[src/rtl/pwm_fast_pkg.sv]
package pwm_fast_pkg;

    typedef enum logic [1:0] {
        OS_IDLE = 2'd0,
        OS_ON   = 2'd1,
        OS_OFF  = 2'd2
    } out_state_e;

    typedef enum logic {
        POL_NONINV = 1'b0,
        POL_INV    = 1'b1
    } polarity_e;

endpackage

[src/rtl/pwm_fast_counter.sv]
module pwm_fast_counter #(
    parameter int CNT_W = 8
) (
    input  logic             clk,
    input  logic             rst,
    input  logic             en,
    output logic [CNT_W-1:0] cnt,
    output logic             wrap
);
    localparam logic [CNT_W-1:0] TOP = '1;

    always_ff @(posedge clk) begin
        if (rst) begin
            cnt <= '0;
        end else if (en) begin
            cnt <= cnt + 1'b1;
        end
    end

    // The wrap happens in the enabled cycle that sits at the top of the range.
    assign wrap = en && (cnt == TOP);

    a_r1_count_step: assert property (@(posedge clk) disable iff (rst)
        en |=> cnt == CNT_W'($past(cnt) + 1'b1));

    a_r6_count_hold: assert property (@(posedge clk) disable iff (rst)
        !en |=> $stable(cnt));

endmodule

[src/rtl/pwm_fast_cmpbuf.sv]
module pwm_fast_cmpbuf #(
    parameter int CNT_W = 8
) (
    input  logic             clk,
    input  logic             rst,
    input  logic             wr,
    input  logic [CNT_W-1:0] wdata,
    input  logic             wrap,
    output logic [CNT_W-1:0] active
);
    logic [CNT_W-1:0] pending;

    always_ff @(posedge clk) begin
        if (rst) begin
            pending <= '0;
            active  <= '0;
        end else begin
            if (wr) begin
                pending <= wdata;
            end
            // The active code copies the older pending value, so a write in the wrap cycle waits a period.
            if (wrap) begin
                active <= pending;
            end
        end
    end

    a_r5_active_only_at_wrap: assert property (@(posedge clk) disable iff (rst)
        !wrap |=> $stable(active));

endmodule

[src/rtl/pwm_fast_outfsm.sv]
module pwm_fast_outfsm
    import pwm_fast_pkg::*;
#(
    parameter int CNT_W = 8
) (
    input  logic             clk,
    input  logic             rst,
    input  logic             en,
    input  logic             wrap,
    input  logic [CNT_W-1:0] cnt,
    input  logic [CNT_W-1:0] active,
    input  logic             mode_inv,
    output logic             pwm
);
    localparam logic [CNT_W-1:0] TOP = '1;

    out_state_e state;
    out_state_e state_nxt;
    polarity_e  pol;

    assign pol = polarity_e'(mode_inv);

    // State register
    always_ff @(posedge clk) begin
        if (rst) begin
            state <= OS_IDLE;
        end else begin
            state <= state_nxt;
        end
    end

    // Transitions
    always_comb begin
        state_nxt = state;
        unique case (state)
            OS_IDLE: begin
                if (wrap) state_nxt = OS_ON;
            end
            OS_ON: begin
                if (wrap) begin
                    state_nxt = OS_ON;
                end else if (en && (cnt == active)) begin
                    state_nxt = OS_OFF;
                end
            end
            OS_OFF: begin
                if (wrap) state_nxt = OS_ON;
            end
            default: state_nxt = OS_IDLE;
        endcase
    end

    // Output decode
    always_comb begin
        pwm = 1'b0;
        unique case (state)
            OS_IDLE: pwm = 1'b0;
            OS_ON:   pwm = (pol == POL_NONINV);
            OS_OFF:  pwm = (pol == POL_INV);
            default: pwm = 1'b0;
        endcase
    end

    a_r3_wrap_enters_on: assert property (@(posedge clk) disable iff (rst)
        wrap |=> state == OS_ON);

    a_r3_top_code_full_on: assert property (@(posedge clk) disable iff (rst)
        (state != OS_IDLE && active == TOP && !mode_inv) |-> pwm);

    a_r4_top_code_full_off: assert property (@(posedge clk) disable iff (rst)
        (active == TOP && mode_inv) |-> !pwm);

    a_r6_state_hold: assert property (@(posedge clk) disable iff (rst)
        !en |=> $stable(state));

endmodule

[src/rtl/pwm_fast_unit.sv]
module pwm_fast_unit #(
    parameter int CNT_W = 8
) (
    input  logic             clk,
    input  logic             rst,
    input  logic             en,
    input  logic [CNT_W-1:0] cmp_wdata,
    input  logic             cmp_wr,
    input  logic             mode_inv,
    output logic             pwm_out,
    output logic [CNT_W-1:0] count_out,
    output logic             wrap_pulse
);
    logic [CNT_W-1:0] cnt;
    logic [CNT_W-1:0] active;
    logic             wrap;

    pwm_fast_counter #(.CNT_W(CNT_W)) u_counter (
        .clk  (clk),
        .rst  (rst),
        .en   (en),
        .cnt  (cnt),
        .wrap (wrap)
    );

    pwm_fast_cmpbuf #(.CNT_W(CNT_W)) u_cmpbuf (
        .clk    (clk),
        .rst    (rst),
        .wr     (cmp_wr),
        .wdata  (cmp_wdata),
        .wrap   (wrap),
        .active (active)
    );

    pwm_fast_outfsm #(.CNT_W(CNT_W)) u_outfsm (
        .clk      (clk),
        .rst      (rst),
        .en       (en),
        .wrap     (wrap),
        .cnt      (cnt),
        .active   (active),
        .mode_inv (mode_inv),
        .pwm      (pwm_out)
    );

    assign count_out  = cnt;
    assign wrap_pulse = wrap;

    a_r2_wrap_then_zero: assert property (@(posedge clk) disable iff (rst)
        wrap_pulse |=> count_out == '0);

endmodule

[config.mk]
export PLATFORM = sky130hd
export DESIGN_NAME = pwm_fast_unit
export DESIGN_NICKNAME = d
export VERILOG_FILES = /design/src/rtl/pwm_fast_pkg.sv /design/src/rtl/pwm_fast_counter.sv /design/src/rtl/pwm_fast_cmpbuf.sv /design/src/rtl/pwm_fast_outfsm.sv /design/src/rtl/pwm_fast_unit.sv
export SDC_FILE = /design/constraint.sdc
export NUM_CORES = 1
export LEC_CHECK = 0
export ABC_AREA = 1
export BUFFER_PORTS_ARGS = -buffer_cell sky130_fd_sc_hd__buf_2
export CAP_MARGIN = 20
export CORE_UTILIZATION = 45
export CTS_CLUSTER_DIAMETER = 40
export DETAILED_ROUTE_END_ITERATION = 10
export GPL_TIMING_DRIVEN = 1
export PLACE_DENSITY = 0.7
export SLEW_MARGIN = 20
export SYNTH_ARGS = -nofsm -noshare
export SYNTH_HDL_FRONTEND = slang
export SYNTH_SLANG_ARGS = --single-unit
[constraint.sdc]
create_clock -name clk -period 1.2 [get_ports clk]
set_clock_uncertainty 0.05 [all_clocks]
set_input_delay 0.06 -clock clk [delete_from_list [all_inputs] [get_ports clk]]
set_output_delay 0.06 -clock clk [all_outputs]
set_load 0.01 [all_outputs]
==> impl_results.md, run 1 <==
- 1st-pass router iterations: 4
- Status: finished, violations left
- First-pass GRT wire length: 4260 um
- ANT nets after route: 0
- Final Hold Vio Count: 0
- Final layout net count: 235
- VDD IR-drop max: 0.731 mV
- Max-Cap Viols: 0
- Synthesized cell area: 1160 um^2
- Failing checks: setup timing
- Die Span X: 52.7 um
- Clock buffer depth: 2
- DRT Wirelength: 3030 um
- Max Clk Rate: 0.679 GHz
- Placer Congestion: 0.792
- Area growth, synth to finish: 54.9%
- Post-Layout Cell Count: 250
- Worst-Margin Slew: 0.247 ns
- CTS tree: done
- CTS Buf Count: 3
- DRC: 0
- DR iter-0 viols: 35
- RSZ-0062 raised after global routing: yes
- Pwr dens: 949 nW/um^2
- Clock Latency Late Sink: 0.33 ns
- Final Hold Slack: 0.0230 ns
- Yosys warnings: 0
- Worst Slack Setup Final: -0.272 ns
- Dpl cells: 228
- Crit path required time: 1.09 ns
- Avg Inst Size Synth: 7.10 um^2
- Crit. End Element: output pin
- CTS clk-pin slew, worst paths: 0.14 ns
- Seq/Total Area, Yosys: 45.0%
- Synth cell types: 19
- Final core utilization: 73.0%
- Leak pwr: 0.800 nW
- DR vias/cell: 4.98
- Layout filler cell count: 194
- Period minus WS final: 1.47 ns
- Initial core utilization: 47.1%
- Clk sink count: 26
- CP Class: flip-flop to output pin
- H-Tree Depth: 1
- Core Rows: 18
- WL/cell: 12.1 um
- Ports: 23
- Tcrit/Tclk final: 123%
- Multi-input logic area: 666 um^2
- Vias in the first global route: 1051
- Synthesized net count: 177
- Total gr overflow: 0
- Largest net degree at the start of global routing: 25
- Seq. cell area: 533 um^2
- CP arrival: 1.36 ns
- Port bufs: 22
- Total GRT Usage: 21.5%
- Yosys reg bits: 26
- Hold crit path type: input pin to flip-flop
- Die area: 2780 um^2
- Core Area: 2450 um^2
- Worst Path Max Fanout: 3
- Post-DP HPWL: 1720 um
- Vias: 1244
- Ratio of cells with drive above 1 in the final layout: 40.9%
- Die H: 52.7 um
- Inserted Diodes: 0
- Slew margin rel.: 83.5%
- Pwr Total: 0.00170 W
- Initial antenna violation count: 0
- Critical Path Source Type: flip-flop
- Synth Instances: 163
- Final setup fails: 14
- Pins Over Slew Limit: 0
- CTS root buf: clkbuf_4
critical path: stages (launching register included):
cell	delay [ns]
dfxtp_4	0.39
ha_4	0.15
nand3_4	0.09
nor2_4	0.11
nand3_4	0.12
inv_4	0.08
buf_6	0.09
layer usage:
| layer | share of wire (%) | track usage [%] |
|---|---|---|
| met2 | 54 | 38.4 |
| met3 | 2.8 | 3.48 |
| met1 | 42 | 24.7 |
| met4 | 1.2 | 9.65 |
| met5 | 0 | 0 |
final timing paths:
kind / cells past startpoint / startpoint / slack (ns) / endpoint
worst min register to register: 2 / u_cmpbuf.active[6] / 0.44 / u_cmpbuf.active[6]
worst max-delay path: 6 / u_counter.cnt[1] / -0.27 / wrap_pulse
worst min-delay path: 3 / cmp_wr / 0.02 / u_cmpbuf.pending[3]
worst max register to register: 8 / u_counter.cnt[1] / -0.27 / u_outfsm.state[0]
through the flow:
stage          cell area, um^2  setup TNS, ns  setup slack [ns]
2_1_floorplan             1180         -0.455           -0.0889
3_3_place_gp              1440         -0.639            -0.103
3_5_place_dp              1440         -0.958            -0.140
4_1_cts                   1690          -2.92            -0.348
5_1_grt                   1790          -3.27            -0.336
6_report                  1790          -2.34            -0.272
repair_timing:
action | 4_1_cts | 5_1_grt
gates resized for setup | 23 | 24
setup endpoints to repair | 14 | 19
cloned | 0 | 1
hold buffers | 10 | 0
pin swaps | 7 | 17
setup buffers | 7 | 4
hold endpoints to repair | 11 | 0
placed cells by master (no fill, tap or decap), drive strengths merged:
cell / n
nor2: 39
a21oi: 14
buf: 45
xor2: 1
nand2: 27
or2: 1
nor3: 4
o21ai: 18
ha: 1
mux2i: 1
nand3: 9
inv: 19
bufinv: 1
dfxtp: 26
clkbuf: 4
dlygate4sd3: 10
cell usage after synthesis:
library cell / number / area [um^2]
nor2_1: 37 / 139
nand2_1: 27 / 101
dfxtp_1: 26 / 521
inv_1: 17 / 63.8
o21ai_0: 16 / 80.1
a21oi_1: 14 / 70.1
nand3_1: 5 / 25.0
nand3_2: 4 / 40.0
nor3_1: 4 / 20.0
inv_2: 2 / 7.51
nor2_2: 2 / 12.5
o21ai_2: 2 / 17.5
buf_1: 1 / 3.75
buf_4: 1 / 7.51
buf_6: 1 / 11.3
ha_1: 1 / 12.5
mux2i_1: 1 / 10.0
or2_2: 1 / 6.26
xor2_1: 1 / 8.76
cell families (layout without fill, tap and decap cells):
| group | after synthesis | after routing | share of synthesized area, % |
|---|---|---|---|
| AND/OR/NAND/NOR | 80 | 80 | 29.7 |
| multiplexers | 1 | 1 | 0.865 |
| flip-flops | 26 | 26 | 45.0 |
| adder cells (fa/ha/maj) | 1 | 1 | 1.08 |
| buffers and inverters | 22 | 79 | 8.11 |
| XOR/XNOR | 1 | 1 | 0.757 |
| AO/OA/AOI/OAI | 32 | 32 | 14.5 |
state kept, by name (all words and copies together) (netlist names):
register / cells
u_counter.cnt: 8
u_outfsm.state: 2
u_cmpbuf.active: 8
u_cmpbuf.pending: 8
final cells by class:
type / instances / area share (%)
clock inverter: 1 / 1.67
clock buffer: 3 / 1.26
timing repair buffer: 56 / 24.0
tap: 30 / 2.09
inverter: 19 / 4.12
multi-input combinational: 115 / 37.1
sequential: 26 / 29.7
report_power, final:
| part | switching (W) | total (W) | leakage [nW] | internal, W |
|---|---|---|---|---|
| clock | 0.000265 | 0.000603 | 0.0279 | 0.000338 |
| sequential | 0.0000172 | 0.000905 | 0.215 | 0.000888 |
| combinational | 0.0000986 | 0.000192 | 0.557 | 0.0000936 |
| total | 0.000381 | 0.00170 | 0.800 | 0.00132 |
Note: power is estimated with default switching activity, not from simulation.
==> run 2, diff against run 1 <==
Settings changed: CELL_PAD_IN_SITES_DETAIL_PLACEMENT set to 1, CELL_PAD_IN_SITES_GLOBAL_PLACEMENT set to 1, CORE_MARGIN set to 2, CORE_UTILIZATION 45 to 36, CTS_BUF_LIST set to sky130_fd_sc_hd__clkbuf_4 sky130_fd_sc_hd__clkbuf_8, PLACE_DENSITY 0.7 to unset, PLACE_DENSITY_LB_ADDON set to 0.1.
==> run 2 against run 1 <==
The run still ends with setup timing left. Largest power group unchanged. Clock power grew 2%. Largest cell class unchanged. Global-route usage shrank 1.6 points. Sequential power is essentially flat.
==> impl_results.md, run 2 (same netlist as run 1, synthesis figures left out) <==
- Placement Setup Slack: -0.156 ns (-0.0156 ns)
- Ratio of cells with drive above 1 in the final layout: 43.2% (+2.3 points)
- Pins Over Slew Limit: 0 (unchanged)
- Status: finished, violations left
- Clock buffer depth: 2 (unchanged)
- DRT Wirelength: 4200 um (+38%)
- Final Hold Vio Count: 0 (unchanged)
- Worst Path Max Fanout: 2 (-1)
- Die H: 60.7 um (+15%)
- Clock Latency Late Sink: 0.34 ns (about the same)
- Initial core utilization: 37.9% (-9.2 points)
- CTS clk-pin slew, worst paths: 0.15 ns (about the same)
- Leak pwr: 0.835 nW (+4.4%)
- Worst-Margin Slew: 0.259 ns (+0.0122 ns)
- Commonest non-fill, non-tap cell in the layout: nor2_1
- Tcrit/Tclk final: 129% (+6.5 points)
- DR vias/cell: 4.87 (-2.2%)
- Max-Cap Viols: 0 (unchanged)
- Worst Slack Setup Final: -0.350 ns (-0.0778 ns)
- Area growth, synth to finish: 60.6%
- Max Clk Rate: 0.645 GHz (-5.0%)
- Crit. End Element: output pin
- CP arrival: 1.44 ns (+0.08 ns)
- First-pass GRT wire length: 5410 um (+27%)
- Critical Path Source Type: flip-flop
- WL/cell: 15.4 um (+27%)
- Vias: 1329 (+6.8%)
- CTS root buf: clkbuf_4
- Layout filler cell count: 390 (+100%)
- Post-DP HPWL: 2190 um (+27%)
- Clk sink count: 26 (unchanged)
- Core Area: 3050 um^2 (+24%)
- Pwr dens: 939 nW/um^2 (-1.1%)
- Hold crit path type: input pin to flip-flop
- Placer Congestion: 0.747 (-5.7%)
- Most frequent cells in the layout: nor2_1 (31), buf_4 (29), nand2_1 (23), buf_2 (20), dfxtp_1 (18)
- 1st-pass router iterations: 4 (unchanged)
- H-Tree Depth: 1 (unchanged)
- Die area: 3680 um^2 (+33%)
- DRC: 0 (unchanged)
- Total gr overflow: 0 (unchanged)
- Total GRT Usage: 19.9% (-1.6 points)
- Vias in the first global route: 1270 (+21%)
- CTS tree: done
- RSZ-0062 raised after global routing: yes
- Slew margin rel.: 82.5% (-1.0 points)
- CP Class: flip-flop to output pin
- Final layout net count: 244 (+3.8%)
- Die Span X: 60.7 um (+15%)
- Top flop regs: u_cmpbuf.active x8, u_cmpbuf.pending x8, u_counter.cnt x8
- ANT nets after route: 0 (unchanged)
- Final Hold Slack: 0.0179 ns (-0.00510 ns)
- Crit path required time: 1.09 ns (about the same)
- Port bufs: 22 (unchanged)
- VDD IR-drop max: 0.805 mV (+10%)
- Largest net degree at the start of global routing: 25 (unchanged)
- Failing checks: setup timing
- Final setup fails: 17 (+3)
- Inserted Diodes: 0 (unchanged)
- Core Rows: 20 (+2)
- Initial antenna violation count: 0 (unchanged)
- CTS Buf Count: 3 (unchanged)
- Ports: 23 (unchanged)
- DR iter-0 viols: 34 (-2.9%)
- Period minus WS final: 1.55 ns (+0.0778 ns)
## run 2: routing by layer
metal  vias up  GRT usage [%]  share of wire [%]
met2        34           38.6                 54
li1        652              -                  -
met4         0           2.80                2.3
met1       633           22.0                 41
met3        10           5.12                3.1
met5         -              0                  0
## run 2: power by group
group          leakage, nW  switching [W]  internal, W
Sequential           0.217      0.0000187     0.000886
Clock               0.0279       0.000278     0.000338
Combinational        0.591       0.000113     0.000112
Total                0.835       0.000409      0.00134
## run 2: path summary, 6_finish.rpt
path	start	to	slack, ns	depth (start not counted)
setup / recovery	u_counter.cnt[1]	wrap_pulse	-0.35	7
hold / removal	cmp_wr	u_cmpbuf.pending[0]	0.02	3
setup reg to reg	u_counter.cnt[1]	u_counter.cnt[6]	-0.32	8
hold reg to reg	u_cmpbuf.active[1]	u_cmpbuf.active[1]	0.43	2
## run 2: area by class of cell
class	instances	area, um^2	share of cell area (%)
Clock buffer	3	22.5	1.21
Clock inverter	1	30.0	1.62
Inverter	19	73.8	3.97
Multi-Input combinational cell	115	651	35.0
Sequential cell	26	538	28.9
Tap cell	44	55.1	2.96
Timing Repair Buffer	65	489	26.3
## run 2: per-stage QoR
stage	std cells	total power [W]	util (%)	setup TNS (ns)	instance area, um^2
floorplan	163	0.00100	-	-0.455	1180
global placement	243	0.00107	47.4	-1.01	1450
detailed placement	243	0.00108	47.4	-1.49	1450
CTS	265	0.00173	56.4	-3.08	1720
global route	273	0.00181	60.9	-4.68	1860
finish	273	0.00175	60.9	-3.87	1860
## run 2: critical path, cell delays in order, from the launching register on
cell	delay [ns]
dfxtp_4	0.39
ha_4	0.15
nand3_4	0.09
nor2_4	0.10
nand3_2	0.09
buf_6	0.14
inv_4	0.04
buf_6	0.09
## run 2: what timing repair did
item                                   in CTS  in global routing
gates resized for setup                    27                 21
endpoints found under the hold margin      12                  0
pin swaps                                   7                  5
buffers inserted                            9                  8
setup endpoints to repair                  16                 19
hold buffers                               10                  0
==> run 3, diff against run 2 <==
Settings changed: SKIP_CTS_REPAIR_TIMING set to 1.
==> run 3 against run 2 <==
The run still ends with setup timing left. Non-clock buffer count decreased by 4. Critical endpoint unchanged. Total power shrank 0.13%. Combinational power decreased by 4%. Critical path type unchanged. Sequential power barely moved. Setup slack got worse by 0.052 ns. Flip-flop and latch count unchanged. Critical path depth did not move. Maximum frequency down 3.2%. Clock power rose by 0.8%. Cell area down 1.9%. Count of clock-buffer cells in the layout did not move. Via count shrank 3.3%.
==> impl_results.md, run 3 (same netlist as run 1, synthesis figures left out) <==
- RSZ-0062 raised after global routing: yes
- Critical path endpoint: wrap_pulse
- DRT Wirelength: 3770 um (-10%)
- Clock buffer depth: 2 (unchanged)
- CP Class: flip-flop to output pin
- Crit path required time: 1.09 ns (about the same)
- Tcrit/Tclk final: 134% (+4.3 points)
- Multi-input logic area: 654 um^2 (+0.58%)
- Hold Path Depth: 3 (unchanged)
- Clock share of power: 35.6% (+0.3 points)
- Hold crit path type: input pin to flip-flop
- Final setup fails: 17 (unchanged)
- Initial core utilization: 37.9% (unchanged)
- Vias: 1285 (-3.3%)
- First-pass GRT wire length: 4750 um (-12%)
- Clock Latency Late Sink: 0.34 ns (about the same)
- Crit. End Element: output pin
- Critical Path Source Type: flip-flop
- Worst Slack Setup Final: -0.402 ns (-0.0518 ns)
- Ratio of cells with drive above 1 in the final layout: 44.4% (+1.2 points)
- Vias in the first global route: 1125 (-11%)
- Worst path buffer plus inverter count: 3 (unchanged)
- Worst Path Max Fanout: 7 (+5)
- DRC: 0 (unchanged)
- Sequential share of power: 52.0% (+0.2 points)
- H-Tree Depth: 1 (unchanged)
- Top flop regs: u_cmpbuf.active x8, u_cmpbuf.pending x8, u_counter.cnt x8
- Leak pwr: 0.811 nW (-3.0%)
- 1st-pass router iterations: 4 (unchanged)
- Total gr overflow: 0 (unchanged)
- Most frequent cells in the layout: nor2_1 (32), buf_4 (27), nand2_1 (22), buf_2 (20), dfxtp_1 (19)
- Final core utilization: 59.8% (-1.1 points)
- Hold path start: cmp_wr
- R2r setup slk: -0.37 ns (-0.05 ns)
- Area growth, synth to finish: 57.6%
- Worst-Margin Slew: 0.296 ns (+0.0365 ns)
- WL/cell: 14.0 um (-8.8%)
- Pwr Total: 0.00174 W (-0.13%)
- Worst R2R Start: u_counter.cnt[1]
- VDD IR-drop max: 0.772 mV (-4.2%)
- CTS Buf Count: 3 (unchanged)
- Placer Congestion: 0.747 (unchanged)
- Top cell family by delay on the critical path: flip-flops
- Crit. Startpoint: u_counter.cnt[1]
- Total GRT Usage: 17.6% (-2.3 points)
- Failing checks: setup timing
- Largest net degree at the start of global routing: 25 (unchanged)
- Initial antenna violation count: 0 (unchanged)
- Final Hold Slack: 0.0116 ns (-0.00625 ns)
- Final setup TNS: -3.69 ns (+0.178 ns)
- Post-DP HPWL: 2190 um (unchanged)
- Die H: 60.7 um (unchanged)
- Slew margin rel.: 80.3% (-2.2 points)
- DR iter-0 viols: 56 (+65%)
- Final Hold Vio Count: 0 (unchanged)
- Die area: 3680 um^2 (unchanged)
- RR Endpoint: u_outfsm.state[0]
- Pins Over Slew Limit: 0 (unchanged)
- ANT nets after route: 0 (unchanged)
- CTS tree: done
- Final layout net count: 240 (-1.6%)
- Internal cell power: 0.00133 W (-0.32%)
- Max Clk Rate: 0.624 GHz (-3.2%)
- Max-Cap Viols: 0 (unchanged)
- Commonest non-fill, non-tap cell in the layout: nor2_1
- CTS root buf: clkbuf_4
- Inserted Diodes: 0 (unchanged)
- Comb pwr share: 12.3% (-0.5 points)
- Clk sink count: 26 (unchanged)
- Die Span X: 60.7 um (unchanged)
- Core Rows: 20 (unchanged)
- Status: finished, violations left
- P_sw: 0.000412 W (+0.52%)
- Pwr dens: 955 nW/um^2 (+1.8%)
- DR vias/cell: 4.78 (-1.9%)
- Switch share: 23.6% (+0.15 points)
- Period minus WS final: 1.60 ns (+0.0518 ns)
- Stages on the worst setup path: 7 (unchanged)
- Port bufs: 22 (unchanged)
- Core Area: 3050 um^2 (unchanged)
- Layout filler cell count: 395 (+1.3%)
- Crit-path max cell delay: 0.40 ns (about the same)
- Placement Setup Slack: -0.156 ns (unchanged)
- CTS clk-pin slew, worst paths: 0.15 ns (about the same)
- Ports: 23 (unchanged)
- Worst-path cell chain: ha_4, nand3_4, nor2_4, nand3_2, buf_8, inv_4, buf_6
- CP arrival: 1.49 ns (+0.05 ns)
- Slowest CP cell: dfxtp_4
- R2R depth: 9 (+1)
- Seq. cell area: 537 um^2 (-0.23%)
-- run 3: cell types whose count changed in the layout (fill, tap and decap cells not counted), sizes merged --
cell  before  now
buf       55   51
-- run 3: layout make-up --
type / instances / area share, %
multi-input cells: 115 / 35.9
flip-flops and latches: 26 / 29.4
repair buffers: 61 / 24.8
inverters: 19 / 4.05
well taps: 44 / 3.02
clock inverters: 1 / 1.65
clock buffers: 3 / 1.23
-- run 3: metrics by stage --
step                      instance area (um^2)  std cells
final                                     1820        269
after global routing                      1820        269
after CTS                                 1500        247
after detailed placement                  1450        243
after global placement                    1450        243
after floorplan                           1180        163
-- run 3: worst min-delay path, cell delays in order --
cell and delay [ns]:
buf_2 0.15, o21ai_0 0.09, nor2_1 0.07
-- run 3: power by group through the flow --
stage,combinational (W),clock (W),sequential (W)
CTS,0.000155,0.000631,0.000906
floorplan,0.0000763,0,0.000927
global placement,0.000146,0,0.000923
global route,0.000234,0.000675,0.000911
detailed placement,0.000153,0,0.000924
finish,0.000215,0.000621,0.000907
-- run 3: worst min path at each step --
| stage | to | slack, ns |
|---|---|---|
| 6_report | u_cmpbuf.pending[0] | 0.01 |
| 5_1_grt | u_cmpbuf.pending[0] | 0.02 |
| 4_1_cts | u_counter.cnt[7] | -0.16 |
| 3_5_place_dp | u_counter.cnt[7] | 0.22 |
| 3_3_place_gp | u_counter.cnt[6] | 0.21 |
| 2_1_floorplan | u_counter.cnt[6] | 0.09 |
-- run 3: metal layers --
| layer | track usage (%) | up-vias | part of all wire, % |
|---|---|---|---|
| met5 | 0 | - | 0 |
| met4 | 4.66 | 0 | 1.5 |
| met3 | 5.12 | 6 | 3.9 |
| met2 | 31.5 | 29 | 55 |
| met1 | 20.4 | 607 | 40 |
| li1 | - | 643 | - |
